### src/rtl/irq_pc_pkg.sv
package irq_pc_pkg;
  localparam int ADDR_W = 3;

  typedef enum logic [ADDR_W-1:0] {
    RA_EN_SET = 3'd0,
    RA_EN_CLR = 3'd1,
    RA_PD_SET = 3'd2,
    RA_PD_CLR = 3'd3,
    RA_ACTIVE = 3'd4,
    RA_TRIG   = 3'd5
  } reg_addr_e;
endpackage

### src/rtl/irq_edge_det.sv
module irq_edge_det #(
  parameter int NUM_LINES = 8
) (
  input  logic                 clk,
  input  logic                 rst,
  input  logic [NUM_LINES-1:0] lines,
  output logic [NUM_LINES-1:0] rise
);
  logic [NUM_LINES-1:0] lines_q;

  always_ff @(posedge clk) begin
    if (rst) lines_q <= '0;
    else     lines_q <= lines;
  end

  assign rise = lines & ~lines_q;
endmodule

### src/rtl/irq_line_cell.sv
module irq_line_cell (
  input  logic clk,
  input  logic rst,
  input  logic rise,
  input  logic level,
  input  logic ack_hit,
  input  logic ret_hit,
  input  logic en_set,
  input  logic en_clr,
  input  logic pd_set,
  input  logic pd_clr,
  input  logic trig_hit,
  output logic en,
  output logic pd,
  output logic act
);
  logic set_any;
  logic clr_any;

  // Any source that raises a request wins over any source that drops it.
  assign set_any = rise | (ret_hit & level) | pd_set | trig_hit;
  assign clr_any = ack_hit | pd_clr;

  always_ff @(posedge clk) begin
    if (rst) begin
      en  <= 1'b0;
      pd  <= 1'b0;
      act <= 1'b0;
    end else begin
      if (en_set)      en <= 1'b1;
      else if (en_clr) en <= 1'b0;

      if (set_any)      pd <= 1'b1;
      else if (clr_any) pd <= 1'b0;

      if (ack_hit)      act <= 1'b1;
      else if (ret_hit) act <= 1'b0;
    end
  end
endmodule

### src/rtl/irq_reg_if.sv
module irq_reg_if
  import irq_pc_pkg::*;
#(
  parameter int NUM_LINES = 8,
  parameter int ID_W      = 3
) (
  input  logic                 clk,
  input  logic                 rst,
  input  logic                 bus_wr,
  input  logic                 bus_rd,
  input  logic [ADDR_W-1:0]    bus_addr,
  input  logic [NUM_LINES-1:0] bus_wdata,
  input  logic [NUM_LINES-1:0] en_vec,
  input  logic [NUM_LINES-1:0] pd_vec,
  input  logic [NUM_LINES-1:0] act_vec,
  output logic [NUM_LINES-1:0] en_set,
  output logic [NUM_LINES-1:0] en_clr,
  output logic [NUM_LINES-1:0] pd_set,
  output logic [NUM_LINES-1:0] pd_clr,
  output logic [NUM_LINES-1:0] trig_hit,
  output logic [NUM_LINES-1:0] bus_rdata
);
  localparam logic [ID_W:0] LINES_W = (ID_W+1)'(NUM_LINES);

  logic [ID_W-1:0] trig_id;
  logic            trig_ok;

  assign trig_id = bus_wdata[ID_W-1:0];
  assign trig_ok = bus_wr && (bus_addr == RA_TRIG) && ({1'b0, trig_id} < LINES_W);

  assign en_set = (bus_wr && bus_addr == RA_EN_SET) ? bus_wdata : '0;
  assign en_clr = (bus_wr && bus_addr == RA_EN_CLR) ? bus_wdata : '0;
  assign pd_set = (bus_wr && bus_addr == RA_PD_SET) ? bus_wdata : '0;
  assign pd_clr = (bus_wr && bus_addr == RA_PD_CLR) ? bus_wdata : '0;

  generate
    for (genvar g = 0; g < NUM_LINES; g++) begin : g_trig
      assign trig_hit[g] = trig_ok && (trig_id == ID_W'(g));
    end
  endgenerate

  always_ff @(posedge clk) begin
    if (rst) begin
      bus_rdata <= '0;
    end else if (bus_rd) begin
      case (bus_addr)
        RA_EN_SET: bus_rdata <= en_vec;
        RA_PD_SET: bus_rdata <= pd_vec;
        RA_ACTIVE: bus_rdata <= act_vec;
        default:   bus_rdata <= '0;
      endcase
    end
  end
endmodule

### src/rtl/irq_prio_pick.sv
module irq_prio_pick #(
  parameter int NUM_LINES = 8,
  parameter int ID_W      = 3
) (
  input  logic                 clk,
  input  logic                 rst,
  input  logic [NUM_LINES-1:0] cand,
  output logic                 req_valid,
  output logic [ID_W-1:0]      req_id
);
  logic            found;
  logic [ID_W-1:0] idx;

  // Scan from the top down so the lowest index is the last one written.
  always_comb begin
    found = 1'b0;
    idx   = '0;
    for (int i = NUM_LINES - 1; i >= 0; i--) begin
      if (cand[i]) begin
        found = 1'b1;
        idx   = ID_W'(i);
      end
    end
  end

  always_ff @(posedge clk) begin
    if (rst) begin
      req_valid <= 1'b0;
      req_id    <= '0;
    end else begin
      req_valid <= found;
      req_id    <= idx;
    end
  end
endmodule

### src/rtl/irq_pend_ctrl.sv
module irq_pend_ctrl
  import irq_pc_pkg::*;
#(
  parameter int NUM_LINES = 8,
  parameter int ID_W      = (NUM_LINES > 1) ? $clog2(NUM_LINES) : 1
) (
  input  logic                 clk,
  input  logic                 rst,
  input  logic [NUM_LINES-1:0] irq_in,
  input  logic                 ack_valid,
  input  logic [ID_W-1:0]      ack_id,
  input  logic                 ret_valid,
  input  logic [ID_W-1:0]      ret_id,
  input  logic                 bus_wr,
  input  logic                 bus_rd,
  input  logic [2:0]           bus_addr,
  input  logic [NUM_LINES-1:0] bus_wdata,
  output logic [NUM_LINES-1:0] bus_rdata,
  output logic                 req_valid,
  output logic [ID_W-1:0]      req_id
);
  logic [NUM_LINES-1:0] rise;
  logic [NUM_LINES-1:0] en_vec, pd_vec, act_vec;
  logic [NUM_LINES-1:0] en_set, en_clr, pd_set, pd_clr, trig_hit;
  logic [NUM_LINES-1:0] ack_hit, ret_hit;
  logic [NUM_LINES-1:0] cand;

  irq_edge_det #(.NUM_LINES(NUM_LINES)) u_edge (
    .clk   (clk),
    .rst   (rst),
    .lines (irq_in),
    .rise  (rise)
  );

  irq_reg_if #(.NUM_LINES(NUM_LINES), .ID_W(ID_W)) u_regs (
    .clk       (clk),
    .rst       (rst),
    .bus_wr    (bus_wr),
    .bus_rd    (bus_rd),
    .bus_addr  (bus_addr),
    .bus_wdata (bus_wdata),
    .en_vec    (en_vec),
    .pd_vec    (pd_vec),
    .act_vec   (act_vec),
    .en_set    (en_set),
    .en_clr    (en_clr),
    .pd_set    (pd_set),
    .pd_clr    (pd_clr),
    .trig_hit  (trig_hit),
    .bus_rdata (bus_rdata)
  );

  generate
    for (genvar g = 0; g < NUM_LINES; g++) begin : g_line
      assign ack_hit[g] = ack_valid && (ack_id == ID_W'(g));
      assign ret_hit[g] = ret_valid && (ret_id == ID_W'(g));

      irq_line_cell u_cell (
        .clk      (clk),
        .rst      (rst),
        .rise     (rise[g]),
        .level    (irq_in[g]),
        .ack_hit  (ack_hit[g]),
        .ret_hit  (ret_hit[g]),
        .en_set   (en_set[g]),
        .en_clr   (en_clr[g]),
        .pd_set   (pd_set[g]),
        .pd_clr   (pd_clr[g]),
        .trig_hit (trig_hit[g]),
        .en       (en_vec[g]),
        .pd       (pd_vec[g]),
        .act      (act_vec[g])
      );
    end
  endgenerate

  assign cand = en_vec & pd_vec & ~act_vec;

  irq_prio_pick #(.NUM_LINES(NUM_LINES), .ID_W(ID_W)) u_pick (
    .clk       (clk),
    .rst       (rst),
    .cand      (cand),
    .req_valid (req_valid),
    .req_id    (req_id)
  );
endmodule

### config.mk
export PLATFORM = sky130hd
export DESIGN_NAME = irq_pend_ctrl
export DESIGN_NICKNAME = d
export VERILOG_FILES = /design/src/rtl/irq_pc_pkg.sv /design/src/rtl/irq_edge_det.sv /design/src/rtl/irq_line_cell.sv /design/src/rtl/irq_reg_if.sv /design/src/rtl/irq_prio_pick.sv /design/src/rtl/irq_pend_ctrl.sv
export SDC_FILE = /design/constraint.sdc
export NUM_CORES = 1
export LEC_CHECK = 0
export BUFFER_PORTS_ARGS = -buffer_cell sky130_fd_sc_hd__buf_2
export CAP_MARGIN = 0
export CORE_MARGIN = 3
export CORE_UTILIZATION = 45
export CTS_CLUSTER_DIAMETER = 120
export DETAILED_ROUTE_END_ITERATION = 6
export PLACE_DENSITY_LB_ADDON = 0.3
export SKIP_CTS_REPAIR_TIMING = 1
export SLEW_MARGIN = 20
export SYNTH_ARGS = -nofsm -noshare
export SYNTH_HDL_FRONTEND = slang
export SYNTH_SLANG_ARGS = --single-unit
### constraint.sdc
create_clock -name clk -period 1.7 [get_ports clk]
set_input_delay 0.34 -clock clk [delete_from_list [all_inputs] [get_ports clk]]
set_output_delay 0.34 -clock clk [all_outputs]
set_load 0.02 [all_outputs]
==> impl_results.md <==
- Buffer depth of the longest clock path: 2
- Wire length of the first global-routing pass: 8760 um
- Unrepaired setup endpoints after global routing: false
- Status: complete, no violations
- Xor and xnor area share after synthesis: 0
- Total CTS buffers: 5
- Post-synthesis share of cell area spent on full adders, half adders and majority gates: 0
- Overall power: 0.00206 W
- Data required time at the worst endpoint: 1.86 ns
- Pins Over Slew Limit: 0
- Level count of the clock H-tree: 2
- Fraction of registers with async set or reset after synthesis: 0
- Initial Utilization: 0.477
- Compound-gate portion of the synthesized area: 0.256
- Origin of the worst setup path: g_line[6].u_cell.act
- Mapped Nets: 270
- Post-Synthesis Cells: 239
- Sequential share of the synthesized area: 0.413
- Setup-violating endpoint count in the final report: 0
- CTS Sinks: 44
- Number of synthesized flops with an enable pin: 0
- Clock period minus final worst setup slack: 1.30 ns
- Post-DR wirelength/cell: 15.6 um
- Min-Delay Startpoint: bus_wdata[4]
- Clock insertion delay at the later pin of the skew report: 0.29 ns
- Largest net degree at the start of global routing: 29
- Die area: 5600 um2
- Net count reported at finish: 313
- Worst setup skew after layout: 0.00594 ns
- Leakage power total: 0.978 nW
- Number of antenna violations at the first check in global routing: 0
- Power Density: 823 nW/um2
- Total number of yosys warnings: 0
- Largest voltage drop on the vdd net: 0.443 mV
- Count of port buffers added during placement: 42
- TNS Setup: 0 ns
- Post-Synthesis Cell Area: 2130 um2
- Number of rows created at floorplan: 24
- GRT Total Usage: 0.204
- Data arrival, critical path: 1.46 ns
- Vertical die dimension: 74.9 um
- Type of destination of the critical path: flip-flop
- TritonCTS clock tree: built
- Largest family of logic cells by synthesized area: compound AO/OA/AOI/OAI gates
- Flops & latches, synth: 44
- Area added between synthesis and finish: 17.5%
- Dominant synthesized flop cell: sky130_fd_sc_hd__dfxtp_1
- Post-route setup slack: 0.399 ns
- Maximum net fanout on the critical path: 4
- Count of unresolved DRC violations after routing: 0
- Critical path start-end classification: flip-flop to flip-flop
- Via count of the first global-routing pass: 1770
- Core area: 4470 um2
- Clk pin slew, worst setup/hold paths: 0.08 ns
- Distinct cells, synth: 44
- Via total after detailed routing: 1946
- Fraction of synthesized area in multiplexers: 0.0428
- Pre-CTS setup slack: 0.224 ns
- Total wirelength of the detailed-routed design: 5240 um
- Antenna fix cells: 0
- Type of element launching the critical path: flip-flop
- Part of the cycle the worst path needs: 0.765
- Proportion of layout cells with a drive suffix above 1: 0.233
- Type of the most critical hold path: primary input to flip-flop
- Maximum capacitance violations: 0
- Hpwl dp: 4080 um
- Global placer's final weighted congestion: 0.802
- Number of detailed-route iterations in the first pass: 4
- Horizontal extent of the die: 74.9 um
- Vias/cell: 5.81
- Total congestion overflow after global routing: 0
- Worst slew margin: 0.690
- Simple-gate area share of the yosys netlist: 0.243
- Slew at the pin with the worst max-slew slack: 0.464 ns
- Antenna violation net count after detailed routing: 0
- Library cell used as clock root buffer: sky130_fd_sc_hd__clkbuf_8
- Count of final hold-check violations: 0
- Critical R2R Launch: g_line[6].u_cell.act
- Timing-limited maximum frequency: 0.768 GHz
- Avg Synthesized Cell Area: 8.93 um2
- Count of pins on the block boundary: 43
- First-iteration detailed-routing DRC count: 96
[where the power goes]
part	internal [W]	switching, W	total, W
Sequential	0.00108	0.0000312	0.00111
Combinational	0.000129	0.000167	0.000295
Clock	0.000324	0.000337	0.000661
[cells by family (layout without fill, tap and decap cells)]
family / count (synthesis) / after routing
AOI/OAI and AO/OA: 79 / 79
buffers and inverters: 20 / 64
DFF: 44 / 44
muxes: 9 / 9
and+or+nand+nor: 87 / 87
[worst paths after layout]
| path | slack [ns] | end | cells past startpoint |
|---|---|---|---|
| worst min-delay path | 0.28 | g_line[4].u_cell.en | 2 |
| worst max-delay path | 0.40 | u_pick.req_id[0] | 4 |
| worst min register to register | 0.49 | g_line[6].u_cell.act | 2 |
| worst max register to register | 0.40 | u_pick.req_id[0] | 4 |
[synthesized netlist by cell type (4+ instances only)]
cell type / number / share of area
sky130_fd_sc_hd__a22oi_1: 12 / 0.042
sky130_fd_sc_hd__nand4b_1: 7 / 0.029
sky130_fd_sc_hd__nand3b_1: 7 / 0.025
sky130_fd_sc_hd__a31o_1: 4 / 0.016
sky130_fd_sc_hd__mux2i_1: 8 / 0.038
sky130_fd_sc_hd__nor2_1: 15 / 0.026
sky130_fd_sc_hd__o2bb2ai_1: 8 / 0.033
sky130_fd_sc_hd__a21oi_1: 30 / 0.070
sky130_fd_sc_hd__nor3_1: 6 / 0.014
sky130_fd_sc_hd__clkbuf_1: 11 / 0.019
sky130_fd_sc_hd__a311oi_1: 8 / 0.033
sky130_fd_sc_hd__nand2_1: 23 / 0.040
sky130_fd_sc_hd__o21ai_1: 5 / 0.012
sky130_fd_sc_hd__nor2b_1: 9 / 0.026
sky130_fd_sc_hd__dfxtp_1: 44 / 0.41
[per-stage QoR]
step | hold WS (ns) | utilization | instance area [um2] | instances
3_3_place_gp | 0.471 | 0.540 | 2410 | 327
6_report | 0.279 | 0.560 | 2510 | 335
5_1_grt | 0.288 | 0.560 | 2510 | 335
2_1_floorplan | 0.444 | - | 2130 | 239
3_5_place_dp | 0.481 | 0.540 | 2410 | 327
4_1_cts | 0.267 | 0.560 | 2510 | 335
[flip-flops by register name, indices dropped and copies added, names as in the netlist]
signal,cells
u_edge.lines_q,8
g_line.u_cell.pd,8
g_line.u_cell.en,8
u_regs.bus_rdata,8
u_pick.req_id,3
u_pick.req_valid,1
g_line.u_cell.act,8
[layer usage]
layer  track usage  wire (um)
met3        0.0401        187
met1         0.290       2670
met2         0.324       2350
met4        0.0356         30
met5             0          0
[critical path, stage by stage (launching register included)]
cell                        delay [ns]
sky130_fd_sc_hd__dfxtp_1          0.37
sky130_fd_sc_hd__and3b_1          0.19
sky130_fd_sc_hd__o21ai_1          0.12
sky130_fd_sc_hd__a21oi_1          0.08
sky130_fd_sc_hd__a2111oi_0        0.41
[cell type report]
cell class	count	area, um2
fill	419	1970
inverter	4	15.0
clock inverter	2	10.0
clock buffer	6	82.6
multi-input combinational	175	1160
tap	52	65.1
sequential	44	881
timing repair buffer	52	298
[cell usage in the layout (no fill, tap or decap), types with 3 or more instances in the layout]
| cell | synthesis | routed |
|---|---|---|
| sky130_fd_sc_hd__nand2_1 | 23 | 23 |
| sky130_fd_sc_hd__a22oi_1 | 12 | 12 |
| sky130_fd_sc_hd__buf_2 | 2 | 42 |
| sky130_fd_sc_hd__nor3_1 | 6 | 6 |
| sky130_fd_sc_hd__and3b_1 | 3 | 3 |
| sky130_fd_sc_hd__nand4bb_1 | 3 | 3 |
| sky130_fd_sc_hd__nand4b_1 | 7 | 7 |
| sky130_fd_sc_hd__o2bb2ai_1 | 8 | 8 |
| sky130_fd_sc_hd__dfxtp_1 | 44 | 44 |
| sky130_fd_sc_hd__nor2_1 | 15 | 15 |
| sky130_fd_sc_hd__nor2b_1 | 9 | 9 |
| sky130_fd_sc_hd__nand3b_1 | 7 | 7 |
| sky130_fd_sc_hd__buf_4 | 1 | 9 |
| sky130_fd_sc_hd__a311oi_1 | 8 | 8 |
| sky130_fd_sc_hd__mux2i_1 | 8 | 8 |
| sky130_fd_sc_hd__a21oi_1 | 30 | 30 |
| sky130_fd_sc_hd__nand3_1 | 3 | 3 |
| sky130_fd_sc_hd__clkbuf_8 | 0 | 6 |
| sky130_fd_sc_hd__a31o_1 | 4 | 4 |
| sky130_fd_sc_hd__o21ai_1 | 5 | 5 |
Note: power is estimated with default switching activity, not from simulation.
